`config.mk`:
```
export PLATFORM = sky130hd
export DESIGN_NAME = tx_ramp_ctrl
export DESIGN_NICKNAME = d
export VERILOG_FILES = /design/src/rtl/tprc_pkg.sv /design/src/rtl/tprc_lut.sv /design/src/rtl/tprc_seq.sv /design/src/rtl/tprc_chan.sv /design/src/rtl/tx_ramp_ctrl.sv
export SDC_FILE = /design/constraint.sdc
export NUM_CORES = 2
export LEC_CHECK = 0
export BUFFER_PORTS_ARGS = -buffer_cell sky130_fd_sc_hd__buf_2
export CORE_MARGIN = 2
export CORE_UTILIZATION = 40
export CTS_CLUSTER_DIAMETER = 30
export DETAILED_ROUTE_END_ITERATION = 8
export HOLD_SLACK_MARGIN = 0.1
export PLACE_DENSITY_LB_ADDON = 0.3
export SLEW_MARGIN = 40
export SYNTH_ARGS = -nofsm -noshare
export SYNTH_HDL_FRONTEND = slang
export SYNTH_SLANG_ARGS = --single-unit
```
`constraint.sdc`:
```
create_clock -name clk -period 9.5 [get_ports clk]
set_input_delay 0.95 -clock clk [delete_from_list [all_inputs] [get_ports clk]]
set_output_delay 0.95 -clock clk [all_outputs]
set_load 0.02 [all_outputs]
```
`src/rtl/tprc_pkg.sv`:
```
package tprc_pkg;

    typedef enum logic {
        DIR_FALL = 1'b0,
        DIR_RISE = 1'b1
    } ramp_dir_e;

    typedef enum logic [1:0] {
        SRC_ZERO,
        SRC_RAMP,
        SRC_TARGET,
        SRC_STREAM
    } out_src_e;

endpackage

```
`src/rtl/tprc_lut.sv`:
```
module tprc_lut #(
    parameter int N_CH  = 3,
    parameter int LUT_W = 10,
    parameter int DEPTH = 16,
    parameter int AW    = 4,
    parameter int CH_W  = 2
) (
    input  logic                    clk,
    input  logic                    rst_n,
    input  logic                    we,
    input  logic [CH_W-1:0]         wch,
    input  logic [AW-1:0]           waddr,
    input  logic [LUT_W-1:0]        wdata,
    input  logic [AW-1:0]           raddr,
    output logic [N_CH*LUT_W-1:0]   rdata
);

    for (genvar c = 0; c < N_CH; c++) begin : g_tab
        logic [LUT_W-1:0] mem_q [DEPTH];
        logic [LUT_W-1:0] mem_d [DEPTH];

        always_comb begin
            mem_d = mem_q;
            if (we && (wch == CH_W'(c))) begin
                mem_d[waddr] = wdata;
            end
        end

        always_ff @(posedge clk or negedge rst_n) begin
            if (!rst_n) begin
                for (int i = 0; i < DEPTH; i++) mem_q[i] <= '0;
            end else begin
                mem_q <= mem_d;
            end
        end

        assign rdata[c*LUT_W +: LUT_W] = mem_q[raddr];
    end

endmodule

```
`src/rtl/tprc_seq.sv`:
```
module tprc_seq
    import tprc_pkg::*;
#(
    parameter int AW     = 4,
    parameter int STEP_W = 8
) (
    input  logic              clk,
    input  logic              rst_n,
    input  logic              trig,
    input  logic              dir,
    input  logic [STEP_W-1:0] step_cfg,
    input  logic [AW-1:0]     len_cfg,
    output logic              busy,
    output logic              done,
    output logic              load,
    output logic [AW-1:0]     addr
);

    typedef struct packed {
        logic              busy;
        logic              done;
        logic              rise;
        logic [AW-1:0]     idx;
        logic [AW-1:0]     left;
        logic [STEP_W-1:0] cnt;
        logic [STEP_W-1:0] gap;
    } seq_t;

    seq_t s_q, s_d;
    logic [STEP_W-1:0] gap_new;

    always_comb begin
        gap_new = (step_cfg == '0) ? '0 : step_cfg - STEP_W'(1);
        s_d      = s_q;
        s_d.done = 1'b0;
        load     = 1'b0;
        addr     = s_q.idx;
        if (!s_q.busy) begin
            if (trig) begin
                s_d.busy = 1'b1;
                s_d.rise = (ramp_dir_e'(dir) == DIR_RISE);
                s_d.idx  = s_d.rise ? '0 : len_cfg;
                s_d.left = len_cfg;
                s_d.gap  = gap_new;
                s_d.cnt  = gap_new;
                load     = 1'b1;
                addr     = s_d.idx;
            end
        end else if (s_q.cnt != '0) begin
            s_d.cnt = s_q.cnt - STEP_W'(1);
        end else if (s_q.left != '0) begin
            s_d.idx  = s_q.rise ? s_q.idx + AW'(1) : s_q.idx - AW'(1);
            s_d.left = s_q.left - AW'(1);
            s_d.cnt  = s_q.gap;
            load     = 1'b1;
            addr     = s_d.idx;
        end else begin
            s_d.busy = 1'b0;
            s_d.done = 1'b1;
        end
    end

    always_ff @(posedge clk or negedge rst_n) begin
        if (!rst_n) s_q <= '0;
        else        s_q <= s_d;
    end

    assign busy = s_q.busy;
    assign done = s_q.done;

endmodule

```
`src/rtl/tprc_chan.sv`:
```
module tprc_chan
    import tprc_pkg::*;
#(
    parameter int  LUT_W  = 10,
    parameter int  DAC_W  = 12,
    parameter bit  HAS_IQ = 1'b0
) (
    input  logic             clk,
    input  logic             rst_n,
    input  logic             tgt_we,
    input  logic [DAC_W-1:0] tgt_data,
    input  logic             load,
    input  logic [LUT_W-1:0] lut_word,
    input  logic             en,
    input  logic             bypass,
    input  logic             iq_mode,
    input  logic [DAC_W-1:0] iq_data,
    output logic [DAC_W-1:0] dac,
    output logic [DAC_W-1:0] tgt
);

    localparam int PW = LUT_W + DAC_W;

    typedef struct packed {
        logic [DAC_W-1:0] tgt;
        logic [DAC_W-1:0] ramp;
        logic [DAC_W-1:0] out;
    } ch_t;

    ch_t      c_q, c_d;
    logic [PW-1:0] prod;
    out_src_e src;

    always_comb begin
        prod = PW'(lut_word) * PW'(c_q.tgt);
        if (HAS_IQ && iq_mode) src = SRC_STREAM;
        else if (!en)          src = SRC_ZERO;
        else if (bypass)       src = SRC_TARGET;
        else                   src = SRC_RAMP;

        c_d = c_q;
        if (tgt_we) c_d.tgt  = tgt_data;
        if (load)   c_d.ramp = prod[LUT_W +: DAC_W];
        case (src)
            SRC_STREAM: c_d.out = iq_data;
            SRC_TARGET: c_d.out = c_q.tgt;
            SRC_RAMP:   c_d.out = c_q.ramp;
            default:    c_d.out = '0;
        endcase
    end

    always_ff @(posedge clk or negedge rst_n) begin
        if (!rst_n) c_q <= '0;
        else        c_q <= c_d;
    end

    assign dac = c_q.out;
    assign tgt = c_q.tgt;

endmodule

```
`src/rtl/tx_ramp_ctrl.sv`:
```
module tx_ramp_ctrl #(
    parameter int N_CH   = 3,
    parameter int LUT_W  = 10,
    parameter int DAC_W  = 12,
    parameter int DEPTH  = 16,
    parameter int STEP_W = 8
) (
    input  logic                   clk,
    input  logic                   rst_n,
    input  logic                   lut_we,
    input  logic [1:0]             lut_ch,
    input  logic [$clog2(DEPTH)-1:0] lut_addr,
    input  logic [LUT_W-1:0]       lut_data,
    input  logic                   tgt_we,
    input  logic [1:0]             tgt_ch,
    input  logic [DAC_W-1:0]       tgt_data,
    input  logic [STEP_W-1:0]      step_cfg,
    input  logic [$clog2(DEPTH)-1:0] len_cfg,
    input  logic [N_CH-1:0]        ch_en,
    input  logic                   ramp_dir,
    input  logic                   ramp_trig,
    input  logic                   bypass,
    input  logic                   iq_mode,
    input  logic [DAC_W-1:0]       iq_i,
    input  logic [DAC_W-1:0]       iq_q,
    output logic [N_CH*DAC_W-1:0]  dac_code,
    output logic                   busy,
    output logic                   done
);

    localparam int AW   = $clog2(DEPTH);
    localparam int CH_W = 2;

    logic                   load;
    logic [AW-1:0]          addr;
    logic [N_CH*LUT_W-1:0]  lut_rd;
    logic [N_CH*DAC_W-1:0]  tgt_vec;

    tprc_lut #(
        .N_CH(N_CH), .LUT_W(LUT_W), .DEPTH(DEPTH), .AW(AW), .CH_W(CH_W)
    ) u_lut (
        .clk(clk), .rst_n(rst_n), .we(lut_we), .wch(lut_ch),
        .waddr(lut_addr), .wdata(lut_data), .raddr(addr), .rdata(lut_rd)
    );

    tprc_seq #(
        .AW(AW), .STEP_W(STEP_W)
    ) u_seq (
        .clk(clk), .rst_n(rst_n), .trig(ramp_trig), .dir(ramp_dir),
        .step_cfg(step_cfg), .len_cfg(len_cfg), .busy(busy), .done(done),
        .load(load), .addr(addr)
    );

    for (genvar c = 0; c < N_CH; c++) begin : g_ch
        localparam bit IQC = (c < 2);
        tprc_chan #(
            .LUT_W(LUT_W), .DAC_W(DAC_W), .HAS_IQ(IQC)
        ) u_chan (
            .clk(clk), .rst_n(rst_n),
            .tgt_we(tgt_we && (tgt_ch == CH_W'(c))),
            .tgt_data(tgt_data),
            .load(load),
            .lut_word(lut_rd[c*LUT_W +: LUT_W]),
            .en(ch_en[c]),
            .bypass(bypass),
            .iq_mode(iq_mode),
            .iq_data((c == 1) ? iq_q : iq_i),
            .dac(dac_code[c*DAC_W +: DAC_W]),
            .tgt(tgt_vec[c*DAC_W +: DAC_W])
        );
    end

endmodule

```
After elaboration in Yosys (flattened, before gate mapping). Cells that the tools add are included. W data, S select, Z words.

Add/sub/neg operators: 5. Multiply operators: 3. Order comparisons: 3. Equal/unequal tests: 16. Mux-type cells: 43. Bitwise gates (word level): 3. Reduce and logical (&&, ||, !) cells: 16.

Operators by type and width (count): $bwmux W160 (3); $bmux W10 S4 (3); $pmux W12 S3 (3); $mux W10 (7); $mul A10 B12 Y22 (3); $demux W10 S4 (1); $mux W16 (2); $mux W24 (1); $mux W4 (6); $mux W8 (3); $eq A2 B2 Y1 const B (8); $mux W2 (8); $sub A8 B1 Y8 const B (2); $eq A2 B1 Y1 const B (5); $ge A5 B5 Y1 const B (2); $not A4 Y5 (2); $logic_not A8 Y1 (1); $reduce_bool A8 Y1 (1); $sub A4 B1 Y4 const B (2); $logic_and A1 B1 Y1 (7); $mux W1 (6); $lt A5 B1 Y1 const B (1); $add A4 B1 Y4 const B (1); $logic_not A2 Y1 (2); other kinds (7) (9).

Register bits after elaboration: 615. Logic and storage cells: 153.

Longest topological paths before layout.
Depth in word-level cells: 10. Depth in mapped cells: 40. Mapped depth without buffers: 34.

Modules after synthesis. From an unflattened synthesis, not the netlist that was laid out.

Cell total of the unflattened synthesis: 3320. Area, all modules: 40166.0 um2.

Modules (own cells, without submodules): tprc_lut (instances 1, cells an instance 1340, area each 21764.6 um2, seq. area each 12011.5 um2); tprc_chan at g_ch[2].u_chan (instances 1, cells an instance 616, area each 5659.2 um2, seq. area each 900.9 um2); tprc_chan at g_ch[0].u_chan (instances 1, cells an instance 594, area each 5507.8 um2, seq. area each 900.9 um2); tprc_chan at g_ch[1].u_chan (instances 1, cells an instance 575, area each 5408.9 um2, seq. area each 900.9 um2); tprc_seq (instances 1, cells an instance 192, area each 1795.5 um2, seq. area each 675.6 um2); tx_ramp_ctrl (instances 1, cells an instance 3, area each 30.0 um2, seq. area each 0.0 um2).

Worst setup path after synthesis. Ideal clock, no wire load.

Path type: reg2reg. Start: reg u_seq.s_q[8] in the netlist's numbering. End: reg g_ch[2].u_chan.c_q[23] in the netlist's numbering. Setup time: 0.134 ns. Arrival time: 8.087 ns. Required time: 9.366 ns. Slack: 1.279 ns. Stages on the path, launching flop included: 38. Path buffers: 7. Period minus slack after synthesis: 8.221 ns. Cell sequence: dfrtp_1 -> inv_1 -> ha_1 -> or3b_2 -> clkbuf_1 -> nor4_1 -> a211oi_2 -> inv_2 -> buf_2 -> buf_2 -> buf_1 -> buf_2 -> buf_1 -> nand2_1 -> a31oi_1 -> a211oi_1 -> a21oi_1 -> buf_2 -> [... 2 more ...] -> inv_1 -> fa_1 -> inv_1 -> fa_1 -> inv_1 -> fa_1 -> inv_1 -> fa_1 -> inv_1 -> ha_1 -> a211oi_1 -> nand2_1 -> a41oi_1 -> nor3_2 -> or3_1 -> a221o_1 -> xnor2_1 -> o21ai_0.

Cells in the longest elaborated chain, start to end: 8.

Ends and longest elaborated chain: from (decl) (line tprc_seq.sv:29) `seq_t s_q, s_d;`; from (signal assigned) (line tprc_seq.sv:64) `if (!rst_n) s_q <= '0;`; from (signal assigned) (line tprc_seq.sv:65) `else s_q <= s_d;`; $reduce_bool A8 Y1 (*) (line tprc_seq.sv:49) `end else if (s_q.cnt != '0) begin`; $mux W4 (line tprc_seq.sv:49); $mux W4 (line tprc_seq.sv:38) `if (!s_q.busy) begin`; $not A4 Y5 (not written as such) (line tprc_lut.sv:37) `assign rdata[c*LUT_W +: LUT_W] = mem_q[raddr];`; $bmux W10 S4 (line tprc_lut.sv:37); $mux W10 (not written as such) (2 in a row) (line tprc_lut.sv:37); $mul A10 B12 Y22 (line tprc_chan.sv:35) `prod = PW'(lut_word) * PW'(c_q.tgt);`; to (signal assigned) (line tprc_chan.sv:53) `if (!rst_n) c_q <= '0;`; to (signal assigned) (line tprc_chan.sv:54) `else c_q <= c_d;`; to (decl) (line tprc_chan.sv:30) `ch_t c_q, c_d;`.

Every way passes the cells marked *; elsewhere a longest branch is shown, timed or not. The select of a mux whose other input is x is not followed. A chain may end at the register's enable or synchronous reset.

Final worst setup path.
Start: reg u_seq.s_q[8] in the netlist's numbering. End: reg g_ch[2].u_chan.c_q[19] in the netlist's numbering.

Same word-level chain as after synthesis.

==> summary.txt <==
Result of the run -> completed
Placed wire-length estimate after detailed placement -> 67920 um
Initial standard-cell utilization of the core -> 40.36%
Worst setup EP type -> flop
Worst Setup Slack, final -> 0.7814 ns
Ranking of synthesized cells by area -> dfrtp_1, mux2_2, fa_1, nand2_1, ha_1
Post-synthesis register bit count -> 615
GP Congestion -> 0.8389
Largest area contributor in the synthesized netlist -> dfrtp_1
CTS resizes -> 0
Unrepaired setup endpoints after global routing -> no
Max Transition Viols Final -> 0
Part of the Yosys area used for sequential elements -> 38.75%
Initial antenna violation count -> 9
Number of nets still failing antenna checks after routing -> 0
Max Fanout on Critical Path -> 27
GRT Resource Usage Total -> 20.56%
Layout Utilization -> 47.12%
Routed via count divided by cell count -> 5.345
Fin Setup TNS -> 0 ns
Compound-Gate Fraction of Synth Area -> 6.628%
Transition time at the pin with the least slew margin -> 0.8321 ns
Upper clock frequency limit -> 114.7 MHz
Total of buffers placed on input and output ports -> 114
Number of flops mapped to enable cells by yosys -> 0
Floorplan row count -> 115
TritonCTS Sinks -> 615
Worst rel slew slack -> 44.19%
Number of nets produced by synthesis -> 4323
CTS tree -> yes
Post-Syn Area per Cell -> 10.34 um2
Post-synthesis simple-gate area fraction -> 14.32%
Post-synthesis mux area share -> 16.25%
DRC violations left -> 0
P&R area growth vs syn -> 16.76%
Maximum clock path buffer count -> 3
Fraction of final layout cells with drive strength greater than 1 -> 24.30%
Count of unique library cells instantiated by Yosys -> 77
Largest stage delay on the critical path -> 0.67 ns
Area of all placed cells without fillers -> 46380 um2
Main combinational cell family by area after synthesis -> adder cells
Global-route wire length before repair -> 165600 um
Largest clock skew in the final design -> 0.02686 ns
Minimum period implied by the final worst setup slack -> 8.719 ns
Top FF cell, synth -> dfrtp_1
Worst slack after detailed placement -> 0.6071 ns
H-Tree Depth -> 4
# Max-Cap Violations -> 0
Vias after detailed routing -> 28270
Placed cell area -> 41530 um2
Starting DRC count in detailed routing -> 2004
Cell count after synthesis -> 3842
Endpoints failing setup -> 0
Number of nets at the end of the flow -> 4371
Fill cell total of the finished layout -> 9040
Io pins -> 115
Async SR Flop Fraction -> 100.0%
Arr. time, crit path -> 9.33 ns
Required time at the endpoint of the critical path -> 10.11 ns
Syn Std Cell Area -> 39720 um2
Core area -> 98420 um2
Average detailed-routed wire length per instance -> 19.53 um
Source-to-sink clock delay at the later pin of the worst-skew pair -> 0.70 ns
Final hold violations -> 0
Tightest Hold Check Type -> input port to flop
Total iterations of the first detailed-routing run -> 5
Horizontal die dimension -> 319.1 um
Master of the slowest instance on the critical path -> a211oi_1
Post-synth top cells -> nand2_1, dfrtp_1, mux2_2, inv_1, fa_1
Root Buffer -> clkbuf_16
Via count of the first global-routing pass -> 29261
Clock buffer count from CTS -> 134
Most frequent cell after synthesis -> nand2_1
Post-Synth Adder-Cell Area -> 17.11%
Count of synthesis-stage warnings from yosys -> 0
Clock transition at the registers of the reported paths -> 0.05 ns
Class of the most critical setup path -> flop to flop
Drt total wl -> 103300 um
Sum of overflow across all layers after global routing -> 0
Pin count of the biggest net entering global routing -> 111
Setup repair bufs after CTS -> 0
Nature of the critical path startpoint -> flop
Area share of xor/xnor cells in the synthesized design -> 1.036%
Share of the synthesized area in the top cell type -> 38.75%
Vertical die dimension -> 319.1 um
Die area -> 101800 um2
Portion of the clock cycle consumed by the worst path in the final layout -> 91.77%
[flip-flops by register name, indices dropped and copies added, names as in the netlist]
signal	cells
u_seq.s_q	25
g_ch.u_chan.tgt	36
u_lut.g_tab.mem_q	480
u_seq.busy	1
u_seq.done	1
g_ch.u_chan.dac	36
g_ch.u_chan.c_q	36
[through the flow]
stage	std cells	hold slack [ns]
2_1_floorplan	3842	0.4425
3_3_place_gp	5038	0.4583
3_5_place_dp	5039	0.4614
4_1_cts	5281	0.2759
5_1_grt	5283	0.4177
6_report	5289	0.4459
[layer usage]
layer | track usage [%] | part of all wire (%) | vias to the layer above
met1 | 28.14 | 46 | 14377
met2 | 32.75 | 46 | 695
met3 | 4.344 | 6.3 | 180
met5 | 0 | 0.018 | -
li1 | - | - | 13014
met4 | 6.195 | 2.4 | 4
[cell families after synthesis]
family | Yosys count
AO/OA/AOI/OAI | 397
adder cells (fa/ha/maj) | 404
buffers and inverters | 571
AND/OR/NAND/NOR | 1229
multiplexers | 579
flip-flops | 615
XOR/XNOR | 47
[cell type report]
class,instances,area [um2],share of cell area [%]
well taps,1287,1610,3.472
clock inverters,62,964.7,2.080
inverters,286,1086,2.342
diodes,6,15.01,0.03237
flip-flops and latches,615,15390,33.18
multi-input cells,2656,22060,47.57
clock buffers,180,3825,8.247
repair buffers,197,1426,3.076
[what timing repair did]
action | in CTS | in global routing
hold endpoints to repair | 0 | 2
setup endpoints to repair | 0 | 0
hold buffers | 0 | 1
[path summary, 6_finish.rpt]
path | startpoint | to | slack (ns) | cells past startpoint
max in group asynchronous | rst_n | u_lut.g_tab[1].mem_q[37] | 6.87 | 5
setup reg to reg | u_seq.s_q[8] | g_ch[2].u_chan.c_q[19] | 0.78 | 29
hold / removal | iq_i[8] | g_ch[0].u_chan.dac[8] | 0.45 | 3
hold reg to reg | g_ch[2].u_chan.c_q[14] | g_ch[2].u_chan.c_q[14] | 0.47 | 2
min in group asynchronous | rst_n | u_lut.g_tab[0].mem_q[63] | 0.72 | 2
setup / recovery | u_seq.s_q[8] | g_ch[2].u_chan.c_q[19] | 0.78 | 29
[worst max-delay path: cells and delay by family, from the launching register on]
family	cells	cell delay [ns]
AO/OA/AOI/OAI	7	1.98
XOR/XNOR	1	0.16
adder cells (fa/ha/maj)	7	2.80
buffers and inverters	7	0.98
flip-flops	1	0.40
AND/OR/NAND/NOR	7	2.28
[layout by cell type (no fill, tap or decap), drive strengths merged, types with 7 or more instances in the layout]
cell | synthesis | final
nand2 | 700 | 700
dfrtp | 615 | 615
mux2 | 518 | 518
inv | 283 | 293
fa | 232 | 232
buf | 94 | 196
and2 | 190 | 190
clkbuf | 191 | 180
ha | 172 | 172
a21oi | 105 | 105
nor2 | 83 | 83
and3 | 76 | 76
nand3 | 70 | 70
o21ai | 70 | 70
mux2i | 60 | 60
a31oi | 57 | 57
a311oi | 49 | 49
xnor2 | 38 | 38
a211oi | 33 | 33
a21o | 24 | 24
nor2b | 23 | 23
clkinv | 3 | 23
bufinv | 0 | 21
nor3 | 18 | 18
nand4 | 15 | 15
nand2b | 12 | 12
clkinvlp | 0 | 11
xor2 | 9 | 9
a221oi | 8 | 8
o31ai | 8 | 8
nor3b | 7 | 7
nor4 | 7 | 7
Power is not shown: default switching activity piles up to over one toggle a cycle in this logic, so the estimate is an artifact.
